<file path="config.mk">
export PLATFORM = sky130hd
export DESIGN_NAME = dark_ref_clamp
export DESIGN_NICKNAME = d
export VERILOG_FILES = /design/src/rtl/dcc_pkg.sv /design/src/rtl/dcc_ref_accum.sv /design/src/rtl/dcc_recip_avg.sv /design/src/rtl/dcc_clamp_out.sv /design/src/rtl/dark_ref_clamp.sv
export SDC_FILE = /design/constraint.sdc
export NUM_CORES = 1
export LEC_CHECK = 0
export BUFFER_PORTS_ARGS = -buffer_cell sky130_fd_sc_hd__buf_4
export CAP_MARGIN = 10
export CORE_ASPECT_RATIO = 1.5
export CORE_UTILIZATION = 30
export CTS_CLUSTER_SIZE = 8
export DETAILED_ROUTE_END_ITERATION = 7
export PLACE_DENSITY_LB_ADDON = 0.25
export SLEW_MARGIN = 15
export SYNTH_ARGS = -nofsm -noshare
export SYNTH_HDL_FRONTEND = slang
export SYNTH_HIERARCHICAL = 1
export SYNTH_SLANG_ARGS = --single-unit
</file>
<file path="constraint.sdc">
create_clock -name clk -period 8.2 [get_ports clk]
set_input_delay 0.41 -clock clk [delete_from_list [all_inputs] [get_ports clk]]
set_output_delay 0.41 -clock clk [all_outputs]
set_load 0.1 [all_outputs]
</file>
<file path="src/rtl/dcc_pkg.sv">
package dcc_pkg;
  typedef enum logic [2:0] {
    TAG_DUMMY = 3'd0,
    TAG_DARK  = 3'd1,
    TAG_BUF   = 3'd2,
    TAG_ACT   = 3'd3,
    TAG_OVCLK = 3'd4
  } pix_tag_e;
endpackage

</file>
<file path="src/rtl/dcc_ref_accum.sv">
// Counts shielded columns of a line, sums the inner window and flags
// the sample that completes it, or a line that ends short of it.
module dcc_ref_accum #(
  parameter int W         = 12,
  parameter int DARK_COLS = 22,
  parameter int EDGE_SKIP = 1,
  parameter int NREF      = 20
) (
  input  logic                           clk,
  input  logic                           rst_n,
  input  logic                           take,
  input  logic                           is_dark,
  input  logic                           last,
  input  logic [W-1:0]                   pix,
  output logic                           done,
  output logic                           short_line,
  output logic [W+$clog2(NREF)-1:0]      sum_o
);
  localparam int SUMW = W + $clog2(NREF);
  localparam int IDXW = $clog2(DARK_COLS + 1);

  logic [IDXW-1:0] idx_q;
  logic [SUMW-1:0] acc_q;
  logic            ok_q;
  logic            inner;

  assign inner      = (idx_q >= IDXW'(EDGE_SKIP)) && (idx_q < IDXW'(EDGE_SKIP + NREF));
  assign sum_o      = acc_q + SUMW'(pix);
  assign done       = take && is_dark && (idx_q == IDXW'(EDGE_SKIP + NREF - 1));
  assign short_line = take && last && !(ok_q || done);

  always_ff @(posedge clk or negedge rst_n) begin
    if (!rst_n) begin
      idx_q <= '0;
      acc_q <= '0;
      ok_q  <= 1'b0;
    end else if (take) begin
      if (last) begin
        idx_q <= '0;
        acc_q <= '0;
        ok_q  <= 1'b0;
      end else begin
        if (is_dark) begin
          if (idx_q != IDXW'(DARK_COLS)) idx_q <= idx_q + 1'b1;
          if (inner) acc_q <= sum_o;
        end
        if (done) ok_q <= 1'b1;
      end
    end
  end
endmodule

</file>
<file path="src/rtl/dcc_recip_avg.sv">
// Rounded division by NREF through a multiply by a fixed-point reciprocal,
// exact over the full sum range.
module dcc_recip_avg #(
  parameter int W    = 12,
  parameter int NREF = 20
) (
  input  logic [W+$clog2(NREF)-1:0] sum_i,
  output logic [W-1:0]              avg_o
);
  localparam int SUMW = W + $clog2(NREF);
  localparam int SH   = SUMW + $clog2(NREF);
  localparam logic [SH:0] RECIP = (SH+1)'(((2**SH) + NREF - 1) / NREF);

  logic [SUMW-1:0]    biased;
  logic [SUMW+SH:0]   prod;

  assign biased = sum_i + SUMW'(NREF / 2);
  assign prod   = {{(SH+1){1'b0}}, biased} * {{SUMW{1'b0}}, RECIP};
  assign avg_o  = W'(prod >> SH);
endmodule

</file>
<file path="src/rtl/dcc_clamp_out.sv">
// Output register: subtracts the black level and floors at zero.
module dcc_clamp_out #(
  parameter int W = 12
) (
  input  logic         clk,
  input  logic         rst_n,
  input  logic         load,
  input  logic         load_buf,
  input  logic [W-1:0] pix,
  input  logic [W-1:0] level,
  input  logic         drain,
  output logic         ov,
  output logic [W-1:0] od,
  output logic         obuf
);
  always_ff @(posedge clk or negedge rst_n) begin
    if (!rst_n) begin
      ov   <= 1'b0;
      od   <= '0;
      obuf <= 1'b0;
    end else if (load) begin
      ov   <= 1'b1;
      od   <= (pix > level) ? (pix - level) : '0;
      obuf <= load_buf;
    end else if (drain) begin
      ov   <= 1'b0;
    end
  end
endmodule

</file>
<file path="src/rtl/dark_ref_clamp.sv">
module dark_ref_clamp
  import dcc_pkg::*;
#(
  parameter int W         = 12,
  parameter int DARK_COLS = 22,
  parameter int EDGE_SKIP = 1,
  parameter int NREF      = 20
) (
  input  logic         clk,
  input  logic         rst_n,
  input  logic         in_valid,
  output logic         in_ready,
  input  logic [W-1:0] in_data,
  input  logic [2:0]   in_tag,
  input  logic         in_shield_row,
  input  logic         in_last,
  output logic         out_valid,
  input  logic         out_ready,
  output logic [W-1:0] out_data,
  output logic         out_is_buffer,
  output logic [W-1:0] black_level,
  output logic         ref_err
);
  localparam int SUMW = W + $clog2(NREF);

  logic            take, is_dark, is_image, load;
  logic            ref_done, ref_short;
  logic [SUMW-1:0] ref_sum;
  logic [W-1:0]    avg;
  logic [W-1:0]    level_q;
  logic            err_q;

  assign in_ready = !out_valid || out_ready;
  assign take     = in_valid && in_ready && !in_shield_row;
  assign is_dark  = (in_tag == TAG_DARK);
  assign is_image = (in_tag == TAG_BUF) || (in_tag == TAG_ACT);
  assign load     = take && is_image;

  dcc_ref_accum #(.W(W), .DARK_COLS(DARK_COLS), .EDGE_SKIP(EDGE_SKIP), .NREF(NREF)) u_accum (
    .clk(clk), .rst_n(rst_n), .take(take), .is_dark(is_dark), .last(in_last),
    .pix(in_data), .done(ref_done), .short_line(ref_short), .sum_o(ref_sum)
  );

  dcc_recip_avg #(.W(W), .NREF(NREF)) u_avg (.sum_i(ref_sum), .avg_o(avg));

  always_ff @(posedge clk or negedge rst_n) begin
    if (!rst_n) begin
      level_q <= '0;
      err_q   <= 1'b0;
    end else begin
      if (ref_done)  level_q <= avg;
      if (ref_short) err_q   <= 1'b1;
    end
  end

  dcc_clamp_out #(.W(W)) u_out (
    .clk(clk), .rst_n(rst_n), .load(load), .load_buf(in_tag == TAG_BUF),
    .pix(in_data), .level(level_q), .drain(out_ready),
    .ov(out_valid), .od(out_data), .obuf(out_is_buffer)
  );

  assign black_level = level_q;
  assign ref_err     = err_q;
endmodule

</file>
Yosys cells after proc, flatten, opt, wreduce, memory -nomap -nowiden --
Index checks and enable logic that the tools add are counted.
Operators by class: add/sub/neg operators 4, multipliers 1, divide/modulo/power cells 0, order comparisons 3, eq/ne operators 5, shift-type cells 0, mux-type cells 11, bitwise gates (word level) 0, reduce and logical (&&, ||, !) cells 22
Operators by type and width (count):
- 17-bit 2-to-1 mux | 3
- 17-bit by 16-bit multiplier with 32-bit output, second input constant | 1
- 17-bit by 12-bit adder with 17-bit output | 1
- 17-bit by 4-bit adder with 17-bit output, second input constant | 1
- 5-bit 2-to-1 mux | 3
- 12-bit > comparator | 1
- 12-bit 2-to-1 mux | 1
- 12-bit subtractor | 1
- 2-bit nonzero test | 5
- 1-bit logical AND | 8
- 3-bit by 2-bit equality test with 1-bit output, second input constant | 2
- 3-bit AND reduction | 2
- 5-bit by 1-bit adder with 5-bit output, second input constant | 1
- 5-bit equality test, second input constant | 1
- 5-bit by 1-bit >= comparator with 1-bit output, second input constant | 1
- 5-bit < comparator, second input constant | 1
- 5-bit inequality test, second input constant | 1
- 1-bit 2-to-1 mux | 4
- 3-bit by 1-bit equality test with 1-bit output, second input constant | 1
- 1-bit zero test | 3
- 1-bit logical OR | 3
- 2-bit AND reduction | 1
Word-level totals: register bits 50, bits in latches 0, bits in writable memories 0, memory bits (read-only) 0, output and inout port bits 28, logic and storage cells 54, memories kept 0

Depth between registers and ports, before layout --
Gate-level depths: netlist (run 1).
depth in word-level cells 9, gate-level depth with buffers 32, depth with buffers taken out 31

By module --
Netlist (run 1), hierarchy kept.
By module, submodules not included:
- dcc_recip_avg | times used 1, cells an instance 565, area each 5173.7 um^2, seq. area each 0.0 um^2
- dcc_ref_accum | times used 1, cells an instance 196, area each 1813.0 um^2, seq. area each 575.6 um^2
- dcc_clamp_out | times used 1, cells an instance 140, area each 1209.9 um^2, seq. area each 350.3 um^2
- dark_ref_clamp | times used 1, cells an instance 34, area each 559.3 um^2, seq. area each 325.3 um^2

Worst setup path after synthesis (run 1) --
Ideal clock, no wire load.
path kind input-to-reg, from input port in_data[0], to register level_q[6], in the netlist black_level[6], library setup time 126 ps, arrival time 7385 ps, data required time 8074 ps, setup slack 689 ps, cell stages on the path 28, path buffers 0, cells stage by stage ha_1 > inv_1 > fa_1 > nand2b_1 > a21oi_1 > o21ai_1 > o21a_1 > xnor2_1 > nand4_1 > nor3_1 > nand4_1 > xnor2_1 > ha_1 > ha_1 > fa_1 > fa_1 > fa_1 > inv_1 > fa_1 > inv_1 > ha_1 > and3_1 > nor3b_4 > nand3_1 > a21oi_1 > mux2i_1 > and4bb_2 > mux2_4
On the way: word-level cells in the longest chain between the ends 3
RTL lines:
- start: declaration | RTL line dark_ref_clamp.sv:13 | input logic [W-1:0] in_data,
- 17-bit by 12-bit adder with 17-bit output | RTL line dcc_ref_accum.sv:28 | assign sum_o = acc_q + SUMW'(pix);
- via ref_sum[10] | RTL line dark_ref_clamp.sv:28 | logic [SUMW-1:0] ref_sum;
- 17-bit by 4-bit adder with 17-bit output | RTL line dcc_recip_avg.sv:17 | assign biased = sum_i + SUMW'(NREF / 2);
- 17-bit by 16-bit multiplier with 32-bit output | RTL line dcc_recip_avg.sv:18 | assign prod = {{(SH+1){1'b0}}, biased} * {{SUMW{1'b0}}, RECIP};
- via avg[6] | RTL line dark_ref_clamp.sv:29 | logic [W-1:0] avg;
- end signal: assignment | RTL line dark_ref_clamp.sv:51 | if (ref_done) level_q <= avg;
- end: declaration | RTL line dark_ref_clamp.sv:30 | logic [W-1:0] level_q;
The timed path passes the listed nets, and every way through them passes these cells. A chain may end at the register's enable or synchronous reset.

Worst setup path in the final report (run 1) --
from register u_accum.acc_q[0], to register level_q[8], in the netlist black_level[8]
On the way: word-level cells in the longest chain between the ends 3
RTL lines:
- start: declaration | RTL line dcc_ref_accum.sv:23 | logic [SUMW-1:0] acc_q;
- start signal: assignment | RTL line dcc_ref_accum.sv:45 | if (inner) acc_q <= sum_o;
- 17-bit by 12-bit adder with 17-bit output | RTL line dcc_ref_accum.sv:28
- via ref_sum[10] | RTL line dark_ref_clamp.sv:28
- 17-bit by 4-bit adder with 17-bit output | RTL line dcc_recip_avg.sv:17
- 17-bit by 16-bit multiplier with 32-bit output | RTL line dcc_recip_avg.sv:18
- via avg[8] | RTL line dark_ref_clamp.sv:29
The timed path passes the listed nets, and every way through them passes these cells.

==> metrics.md, run 1 <==
| Metric | Value |
|---|---|
| Status | complete, no violations |
| Die Y | 211 um |
| Antenna viol nets, final | 0 |
| Worst Hold Class | input port to asynchronous set/reset pin |
| Critical Path Fanout Max | 5 |
| Design Area, Final | 0.00993 sq mm |
| Nature of the critical path endpoint | flip-flop |
| Register area share after synthesis | between 10 and 15% |
| Required @ worst endpoint | 8.39 ns |
| Max-cap violations | 0 |
| N_diodes | 0 |
| CTS Buf Count | 5 |
| First-pass DRT Iterations | 4 |
| Ys flop type | dfrtp_1 |
| I/O pin count | 49 |
| Final hold vios | 0 |
| DRC | 0 |
| Routed WL | roughly 24 mm |
| First-pass GRT wire length | between 30 and 40 mm |
| Total grt overflow | 0 |
| Number of global-route vias before repair | 7,307 |
| Util after Layout | 34.6% |
| Fin crit period | 7.73 ns |
| Setup tns final | 0 ns |
| Worst setup SP type | flip-flop |
| Initial Utilization | around 30% |
| Slowest stage delay, CP | roughly 0.54 ns |
| Setup repair bufs after CTS | 0 |
| Worst-Margin Slew | about 1.0 ns |
| Syn_nets | 1,204 |
| CTS root buf | clkbuf_16 |
| Number of warnings issued by yosys | 6 |
| Nets | 1,271 |
| Clk Latency, worst-skew pair | 0.31 ns |
| Area Growth Syn to Fin | 13.4% |
| Core Region | 0.0287 sq mm |
| Leading cell type in the layout, fill and taps excluded | inv_1 |
| DP HPWL | 20.8 mm |
| RSZ-0062 raised after global routing | false |
| Netlist cell types | between 70 and 80 |
| WP data arrival | just under 8 ns |
| Final setup fails | 0 |
| Post-synth EDFFs | 0 |
| Cell mode on critical path | fa_1 |
| Slew HR | 32.7% |
| Clk sinks | 50 |
| Initial antenna violation count | 0 |
| Ratio of cells with drive above 1 in the final layout | 12.9% |
| Placer Congestion | between 0.8 and 0.9 |
| FMAX | 129 MHz |
| FF+latch count, synth | 50 |
| Iter 0 DRT Violations | 167 |
| Clk_skew | 0.00709 ns |
| Via/cell ratio | 4.80 |
| Kind of critical path | flip-flop to flip-flop |
| Average size of a mapped cell | 9.36 sq um |
| Post-Syn Area | 0.00876 sq mm |
| Placement Cell Area | 0.00972 sq mm |
| Most frequent cells in the layout | inv_1 (214), ha_1 (160), fa_1 (88) |
| CTS tree | built |
| Clock-pin transition on the worst setup and hold timing paths | around 0.070 ns |
| Post-synth ARST share | 100% |
| Final Max Tran Viols | 0 |
| GRT Total Usage | 17.0% |
| Largest net degree at the start of global routing | 51 |
| Die width | 141 um |
| Clock Tree Buf Depth | 2 |
| Cell count after synthesis | 935 |
| DR WL/cell | 17.1 um |
| Die area | 0.0299 sq mm |
| H-tree levels | 2 |
| Fin crit share | 94.2% |
| Vias | 6,685 |
| Slowest cell on crit path | fa_1 |
| IO Port Bufs | 48 |
| Cell Rows | 76 |
-- flip-flops by register name, summed over array words and instances (netlist names) --
register	flops
u_accum/acc_q	17
black_level	12
u_out/od	12
u_accum/idx_q	5
ref_err	1
u_accum/ok_q	1
u_out/obuf	1
u_out/ov	1
-- metal layers --
metal	part of all wire, %	routed length (um)	up-vias	track usage [%]
li1	-	-	3302	-
met1	38	9150	3243	18.1
met2	56	13300	106	33.9
met3	1.8	429	34	0.612
met4	4.2	1010	0	7.68
met5	0	0	-	0
-- path summary, 6_finish.rpt --
| check | depth (start not counted) | endpoint | start | slack [ns] |
|---|---|---|---|---|
| max | 29 | black_level[8] | u_accum/acc_q[0] | 0.47 |
| min | 1 | u_accum/acc_q[2] | rst_n | 0.13 |
| max reg2reg | 29 | black_level[8] | u_accum/acc_q[0] | 0.47 |
| min reg2reg | 1 | ref_err | ref_err | 0.48 |
| max in group asynchronous | 1 | u_out/od[6] | rst_n | 7.58 |
| min in group clk | 2 | u_accum/idx_q[3] | in_last | 0.36 |
-- per-stage QoR --
| stage | hold slack [ns] | cells | worst slack, ns |
|---|---|---|---|
| after global routing | 0.198 | 1393 | 0.00771 |
| after detailed placement | 0.460 | 1385 | -0.00970 |
| after floorplan | 0.114 | 935 | 0.689 |
| final | 0.128 | 1393 | 0.474 |
| after global placement | 0.459 | 1385 | 0.0315 |
| after CTS | 0.165 | 1393 | 0.122 |
-- cells by family (layout without fill, tap and decap cells) --
kind of cell	Yosys count	in the layout	share of synthesized area, %
flops	50	50	14.3
buf+inv	229	297	10.3
simple gates	152	152	9.80
compound gates	187	187	14.9
xor+xnor	53	53	5.30
mux	16	16	2.44
fa+ha+maj	248	248	43.0
-- Yosys cell counts, types with 4 or more instances --
| master | n | area [sq um] |
|---|---|---|
| a211o_1 | 5 | 43.8 |
| a211oi_1 | 7 | 52.6 |
| a21o_1 | 19 | 143 |
| a21oi_1 | 42 | 210 |
| a221o_1 | 4 | 40.0 |
| a22o_1 | 10 | 87.6 |
| a31oi_1 | 7 | 43.8 |
| and2_1 | 7 | 43.8 |
| and3_1 | 9 | 56.3 |
| buf_2 | 4 | 20.0 |
| buf_6 | 4 | 45.0 |
| clkbuf_1 | 5 | 18.8 |
| dfrtp_1 | 50 | 1250 |
| fa_1 | 88 | 1760 |
| ha_1 | 160 | 2000 |
| inv_1 | 214 | 803 |
| mux2_4 | 10 | 150 |
| nand2_1 | 33 | 124 |
| nand2b_1 | 5 | 31.3 |
| nand3_1 | 9 | 45.0 |
| nand4_1 | 13 | 81.3 |
| nor2_1 | 28 | 105 |
| nor3_1 | 12 | 60.1 |
| nor3b_1 | 5 | 37.5 |
| o2111ai_1 | 4 | 35.0 |
| o211ai_1 | 12 | 90.1 |
| o21a_1 | 9 | 67.6 |
| o21ai_0 | 19 | 95.1 |
| o21ai_1 | 7 | 35.0 |
| o22ai_1 | 12 | 75.1 |
| o32ai_1 | 4 | 35.0 |
| xnor2_1 | 37 | 324 |
| xor2_1 | 16 | 140 |
-- final cells by class --
type                            instances  area, sq um
Tap cell                              390          488
Inverter                              214          803
Timing Repair Buffer                   75          563
Clock buffer                            5          125
Fill cell                            3019        18800
Clock inverter                          3         28.8
Multi-Input combinational cell        656         6670
Sequential cell                        50         1250
-- what timing repair did --
item                                    in CTS  in global routing
hold buffers                                 0                  0
gates resized for setup                      0                 10
endpoints found under the setup margin       0                 12
hold endpoints to repair                     0                  0
-- worst max-delay path: cells and delay by family, from the launching register on --
kind	cells	cell delay (ns)
AOI/OAI and AO/OA	6	1.13
DFF	1	0.36
xor gates and xnor gates	2	0.55
adders and majority gates	9	3.58
buffers and inverters	3	0.15
and+or+nand+nor	8	1.55
muxes	1	0.26
Power of run 1 is left out: the tool's default activity adds up to more than one toggle a clock period on the data nets, which glitch-free logic cannot reach.
==> run 2: changes to the inputs <==
Settings changed: ABC_AREA from default to 1, CELL_PAD_IN_SITES_DETAIL_PLACEMENT from default to 0, CELL_PAD_IN_SITES_GLOBAL_PLACEMENT from default to 2.
==> run 2 against run 1 <==
Effect of this change:
- sequential share of layout area is 0.80 points lower
- setup slack better by 0.11 ns
- via count is 20% higher
- cell area is 6.8% higher
- count of clock-buffer cells in the layout stayed put
- clock skew is 0.0041 ns higher
- synthesized cell count is 41% higher
- synthesized area is 9.1% higher
- largest cell class unchanged
- highest routed layer unchanged
==> metrics.md, run 2 <==
| Metric | Value |
|---|---|
| Post-Syn Area | 0.00955 sq mm (was 0.00876 sq mm) |
| Antenna viol nets, final | 0 (unchanged) |
| Leading cell type in the layout, fill and taps excluded | nand2_1 (was inv_1) |
| Die Y | 221 um (was 211 um) |
| Ys flop type | dfrtp_1 (unchanged) |
| Kind of critical path | flip-flop to flip-flop (unchanged) |
| Register area share after synthesis | 13.1% (was 14.3%) |
| Final worst slack | 0.581 ns (was 0.474 ns) |
| Max-cap violations | 0 (unchanged) |
| Area contributors post-synth | ha_1 (21%), fa_1 (18%), nand2_1 (13%) (was ha_1 (23%), fa_1 (20%), dfrtp_1 (14%)) |
| Initial Utilization | 30.7% (was 30.5%) |
| Number of warnings issued by yosys | 6 (unchanged) |
| Fin crit period | 7.62 ns (was 7.73 ns) |
| Largest register FFs | 17 (unchanged) |
| Register bank with the most flops | u_accum/acc_q (unchanged) |
| Cell Rows | 79 (was 76) |
| Required @ worst endpoint | 8.38 ns (was 8.39 ns) |
| GRT Total Usage | 19.3% (was 17.0%) |
| Dpl ws | 0.462 ns (was -0.00970 ns) |
| Ratio of cells with drive above 1 in the final layout | 7.34% (was 12.9%) |
| Clk sinks | 50 (unchanged) |
| Worst-Margin Slew | 0.990 ns (was 1.01 ns) |
| Total grt overflow | 0 (unchanged) |
| CTS Hold Buffers Added | 0 (unchanged) |
| Final Max Tran Viols | 0 (unchanged) |
| Nature of the critical path endpoint | flip-flop (unchanged) |
| DRC | 0 (unchanged) |
| CTS Buf Count | 5 (unchanged) |
| IO Port Bufs | 48 (unchanged) |
| DP HPWL | 26.3 mm (was 20.8 mm) |
| Nets | 1,644 (was 1,271) |
| Clk_skew | 0.0112 ns (was 0.00709 ns) |
| FF+latch count, synth | 50 (unchanged) |
| Netlist cell types | 42 (was 77) |
| Synth cell count leaders | nand2_1 (339), inv_1 (332), ha_1 (160), fa_1 (88), nand3_1 (73) (was inv_1 (214), ha_1 (160), fa_1 (88), dfrtp_1 (50), a21oi_1 (42)) |
| Post-synth ARST share | 100% (unchanged) |
| Initial antenna violation count | 0 (unchanged) |
| RSZ-0062 raised after global routing | false (unchanged) |
| Slowest cell on crit path | xor2_1 (was fa_1) |
| Worst setup SP type | flip-flop (unchanged) |
| First-pass DRT Iterations | 4 (unchanged) |
| Final setup fails | 0 (unchanged) |
| Syn_nets | 1,587 (was 1,204) |
| Core Region | 0.0311 sq mm (was 0.0287 sq mm) |
| Area Growth Syn to Fin | 11.1% (was 13.4%) |
| Vias | 8,037 (was 6,685) |
| Post-CTS Resized | 0 (unchanged) |
| Number of global-route vias before repair | 8,713 (was 7,307) |
| Area leader, netlist | ha_1 (unchanged) |
| CTS root buf | clkbuf_16 (unchanged) |
| Setup tns final | 0 ns (unchanged) |
| Status | complete, no violations (unchanged) |
| Iter 0 DRT Violations | 242 (was 167) |
| Critical Path Fanout Max | 5 (unchanged) |
| Clock-pin transition on the worst setup and hold timing paths | 0.07 ns (about the same) |
| Largest net degree at the start of global routing | 51 (unchanged) |
| Worst Hold Class | input port to asynchronous set/reset pin (unchanged) |
| Clock Tree Buf Depth | 2 (unchanged) |
| CTS tree | built (unchanged) |
| Via/cell ratio | 4.51 (was 4.80) |
| Average size of a mapped cell | 7.25 sq um (was 9.36 sq um) |
| Cell mode on critical path | nand2_1 (was fa_1) |
| Slew HR | 33.9% (was 32.7%) |
| Clk Latency, worst-skew pair | 0.31 ns (about the same) |
| I/O pin count | 49 (unchanged) |
| Routed WL | 29.5 mm (was 23.9 mm) |
| Post-synth EDFFs | 0 (unchanged) |
| Die area | 0.0326 sq mm (was 0.0299 sq mm) |
| FILL cells | 3,449 (was 3,019) |
| WP data arrival | 7.80 ns (was 7.92 ns) |
| Setup repair bufs after CTS | 0 (unchanged) |
| H-tree levels | 2 (unchanged) |
| Final hold vios | 0 (unchanged) |
| Util after Layout | 34.1% (was 34.6%) |
| Most common cell in the netlist | nand2_1 (was inv_1) |
| Most frequent cells in the layout | nand2_1 (339), inv_1 (332), ha_1 (160) (was inv_1 (214), ha_1 (160), fa_1 (88)) |
| Slowest stage delay, CP | 0.68 ns (was 0.54 ns) |
| N_diodes | 0 (unchanged) |
| FMAX | 131 MHz (was 129 MHz) |
| DR WL/cell | 16.5 um (was 17.1 um) |
| Fin crit share | 92.9% (was 94.2%) |
| First-pass GRT wire length | 47.1 mm (was 38.8 mm) |
| Placer Congestion | 0.910 (was 0.897) |
| Die width | 148 um (was 141 um) |
| Yosys top cell area share | 21.0% (was 22.9%) |
| Cell count after synthesis | 1,318 (was 935) |
-- run 2: cell type report --
cell class / instances / area, sq um / area share [%]
Multi-Input combinational cell: 926 / 6990 / 65.9
Inverter: 335 / 1260 / 11.9
Sequential cell: 50 / 1250 / 11.8
Tap cell: 405 / 507 / 4.78
Timing Repair Buffer: 57 / 428 / 4.03
Clock buffer: 5 / 125 / 1.18
Clock inverter: 3 / 48.8 / 0.460
-- run 2: kinds of logic (layout without fill, tap and decap cells) --
| logic type | after synthesis | in the layout | share of synthesized area [%] |
|---|---|---|---|
| compound gates | 95 | 95 | 5.41 |
| xor+xnor | 34 | 34 | 3.20 |
| fa+ha+maj | 248 | 248 | 39.4 |
| buf+inv | 342 | 400 | 13.8 |
| flops | 50 | 50 | 13.1 |
| simple gates | 549 | 549 | 25.0 |
-- run 2: path summary, 6_finish.rpt --
kind,from,end,slack (ns),depth (start not counted)
min in group clk,out_ready,u_out/ov,0.31,2
setup / recovery,u_accum/acc_q[0],black_level[8],0.58,34
setup reg to reg,u_accum/acc_q[0],black_level[8],0.58,34
max in group asynchronous,rst_n,u_out/od[5],7.56,1
hold reg to reg,ref_err,ref_err,0.47,1
hold / removal,rst_n,u_accum/acc_q[15],0.14,1
-- run 2: worst max-delay path: cells and delay by family, from the launching register on --
family / cells / cell delay [ns]
AOI/OAI and AO/OA: 1 / 0.07
xor gates and xnor gates: 2 / 1.18
buffers and inverters: 6 / 0.43
DFF: 1 / 0.36
and+or+nand+nor: 16 / 1.71
adders and majority gates: 9 / 3.74
-- run 2: per-stage QoR --
stage               instances  instance area, sq um  hold WS (ns)
global placement         1773                 10400         0.455
detailed placement       1773                 10400         0.458
finish                   1781                 10600         0.139
CTS                      1781                 10600         0.176
global route             1781                 10600         0.193
floorplan                1318                  9550         0.114
-- run 2: metal layers --
layer | part of all wire, % | vias to the layer above | global-route usage [%] | routed length [um]
met4 | 4.7 | 0 | 9.24 | 1390
met2 | 55 | 120 | 39.3 | 16300
met3 | 2.0 | 47 | 1.13 | 588
met1 | 38 | 3738 | 19.7 | 11200
li1 | - | 4132 | - | -
met5 | 0 | - | 0 | 0
Power of run 2 is left out for the same reason.
==> run 3: changes to the inputs <==
Settings changed: CORE_MARGIN from default to 3, SYNTH_HIERARCHICAL 1 to default.
==> run 3 against run 2 <==
Effect of this change:
- synthesized area shrank 4.7%
- critical path depth shrank 3
- sequential cell count stayed put
- hold slack better by 0.0070 ns
- global-route usage decreased by 1.3 points
- largest cell class unchanged
==> metrics.md, run 3 <==
| Metric | Value |
|---|---|
| Status | complete, no violations (unchanged) |
| Iter 0 DRT Violations | 282 (was 242) |
| Clk sinks | 50 (unchanged) |
| Placed Cells | 1,605 (was 1,773) |
| Post-synth ARST share | 100% (unchanged) |
| Largest register FFs | 17 (unchanged) |
| Most frequent cells in the layout | inv_1 (251), nand2_1 (218), ha_1 (160) (was nand2_1 (339), inv_1 (332), ha_1 (160)) |
| Max-cap violations | 0 (unchanged) |
| CTS tree | built (unchanged) |
| First-pass GRT wire length | 44.9 mm (was 47.1 mm) |
| Setup tns final | 0 ns (unchanged) |
| Ys flop type | dfrtp_1 (unchanged) |
| Required @ worst endpoint | 8.40 ns (was 8.38 ns) |
| Die Y | 219 um (was 221 um) |
| Nets | 1,485 (was 1,644) |
| Syn_nets | 1,433 (was 1,587) |
| Placer Congestion | 0.923 (was 0.910) |
| I/O pin count | 49 (unchanged) |
| CTS Buf Count | 5 (unchanged) |
| RSZ-0062 raised after global routing | false (unchanged) |
| Vias | 7,519 (was 8,037) |
| Core Region | 0.0297 sq mm (was 0.0311 sq mm) |
| Area Growth Syn to Fin | 11.2% (was 11.1%) |
| Antenna viol nets, final | 0 (unchanged) |
| Wl on met1 | 10.8 mm (was 11.2 mm) |
| CTS Hold Buffers Added | 0 (unchanged) |
| Final Max Tran Viols | 0 (unchanged) |
| Post-Syn Area | 0.00910 sq mm (was 0.00955 sq mm) |
| H-tree levels | 2 (unchanged) |
| Routed WL | 28.4 mm (was 29.5 mm) |
| FF+latch count, synth | 50 (unchanged) |
| Final hold vios | 0 (unchanged) |
| Worst-Margin Slew | 0.722 ns (was 0.990 ns) |
| Number of global-route vias before repair | 7,916 (was 8,713) |
| Initial antenna violation count | 0 (unchanged) |
| Area contributors post-synth | ha_1 (22%), fa_1 (19%), dfrtp_1 (14%) (was ha_1 (21%), fa_1 (18%), nand2_1 (13%)) |
| Fin crit period | 7.33 ns (was 7.62 ns) |
| Leading cell type in the layout, fill and taps excluded | inv_1 (was nand2_1) |
| Kind of critical path | flip-flop to flip-flop (unchanged) |
| Area leader, netlist | ha_1 (unchanged) |
| Netlist cell types | 50 (was 42) |
| WP data arrival | 7.53 ns (was 7.80 ns) |
| N_diodes | 0 (unchanged) |
| Worst R2R Setup Slack | 0.87 ns (was 0.58 ns) |
| FMAX | 136 MHz (was 131 MHz) |
| DP HPWL | 25.4 mm (was 26.3 mm) |
| First-pass DRT Iterations | 5 (was 4) |
| Via/cell ratio | 4.66 (was 4.51) |
| Top routing layer used | met4 (unchanged) |
| DRC | 0 (unchanged) |
| Critical Path Fanout Max | 5 (unchanged) |
| IO Port Bufs | 48 (unchanged) |
| Setup repair bufs after CTS | 0 (unchanged) |
| Slowest cell on crit path | fa_1 (was xor2_1) |
| Total grt overflow | 0 (unchanged) |
| Util after Layout | 34.1% (about the same) |
| Cell count after synthesis | 1,165 (was 1,318) |
| Average size of a mapped cell | 7.81 sq um (was 7.25 sq um) |
| Register bank with the most flops | u_accum.acc_q (was u_accum/acc_q) |
| Slew HR | 51.7% (was 33.9%) |
| Post-route insts no fill | 1,613 (was 1,781) |
| CTS root buf | clkbuf_16 (unchanged) |
| Initial Utilization | 30.7% (about the same) |
| DR WL/cell | 17.6 um (was 16.5 um) |
| Worst setup SP type | flip-flop (unchanged) |
| Cell Rows | 77 (was 79) |
| Yosys top cell area share | 22.0% (was 21.0%) |
| Post-synth EDFFs | 0 (unchanged) |
| GRT Total Usage | 18.0% (was 19.3%) |
| Clock-pin transition on the worst setup and hold timing paths | 0.07 ns (about the same) |
| Post-CTS Resized | 0 (unchanged) |
| Met2 wire length | 15.5 mm (was 16.3 mm) |
| Nature of the critical path endpoint | flip-flop (unchanged) |
| Die width | 148 um (about the same) |
| FILL cells | 3,218 (was 3,449) |
| Clk Latency, worst-skew pair | 0.31 ns (about the same) |
| Clock Tree Buf Depth | 2 (unchanged) |
| Worst Hold Class | input port to asynchronous set/reset pin (unchanged) |
| Register area share after synthesis | 13.8% (was 13.1%) |
| Fin crit share | 89.4% (was 92.9%) |
| Number of warnings issued by yosys | 0 (was 6) |
| Clk_skew | 0.0114 ns (was 0.0112 ns) |
| Largest net degree at the start of global routing | 51 (unchanged) |
| Met3 routed wirelength | 507 um (was 588 um) |
| Ratio of cells with drive above 1 in the final layout | 10.2% (was 7.34%) |
| Final setup fails | 0 (unchanged) |
| Die area | 0.0325 sq mm (was 0.0326 sq mm) |
| Slowest stage delay, CP | 0.55 ns (was 0.68 ns) |
| Synth cell count leaders | inv_1 (251), nand2_1 (218), ha_1 (160), fa_1 (87), o21ai_0 (68) (was nand2_1 (339), inv_1 (332), ha_1 (160), fa_1 (88), nand3_1 (73)) |
| Most common cell in the netlist | inv_1 (was nand2_1) |
-- run 3: changes by cell type in the layout (fill, tap and decap cells not counted), sizes merged, moves of 4 or more --
cell	previous run	this run
a211oi	0	4
a31oi	0	4
and2	9	2
buf	57	52
inv	336	259
nand2	346	250
nand3	79	74
nand4	15	19
nor2	77	61
o21ai	39	68
xnor2	19	6
xor2	15	19
-- run 3: worst max-delay path: cells and delay by family, from the launching register on --
kind	cells	cell delay [ns]
compound gates	4	0.81
xor+xnor	1	0.26
fa+ha+maj	10	4.06
buf+inv	6	0.54
flops	1	0.39
simple gates	10	1.15
-- run 3: routing by layer --
metal	up-vias	GRT usage [%]
met2	111	34.8
met5	-	0
met1	3543	19.4
met4	0	9.52
met3	38	0.950
li1	3827	-
-- run 3: layout make-up --
class / count / area [sq um] / area share, %
clock buffer: 7 / 153 / 1.51
clock inverter: 1 / 8.76 / 0.0866
inverter: 260 / 976 / 9.65
multi-input combinational: 848 / 6840 / 67.6
sequential: 50 / 1250 / 12.4
tap: 395 / 494 / 4.88
timing repair buffer: 52 / 390 / 3.86
-- run 3: path summary, 6_finish.rpt --
path | from | to | depth (start not counted)
hold reg to reg | u_accum.ok_q | ref_err | 1
setup reg to reg | u_accum.acc_q[0] | black_level[4] | 31
setup / recovery | u_accum.acc_q[0] | black_level[4] | 31
hold / removal | rst_n | u_out.od[2] | 1
min in group clk | in_tag[0] | u_out.obuf | 2
max in group asynchronous | rst_n | u_accum.idx_q[0] | 1
-- run 3: cell families (layout without fill, tap and decap cells) --
family	count (synthesis)	after routing	synth area share, %
AND/OR/NAND/NOR	433	433	22.9
flip-flops	50	50	13.8
adder cells (fa/ha/maj)	247	247	41.1
XOR/XNOR	25	25	2.49
buffers and inverters	267	320	11.0
AO/OA/AOI/OAI	143	143	8.73
-- run 3: through the flow --
step	setup WS [ns]	cell area [sq um]	hold WS, ns
after floorplan	1.45	9100	0.114
final	0.867	10100	0.146
after CTS	0.806	10100	0.180
after detailed placement	0.619	9960	0.461
after global routing	0.269	10100	0.206
after global placement	0.675	9960	0.454
Power of run 3 is left out for the same reason.
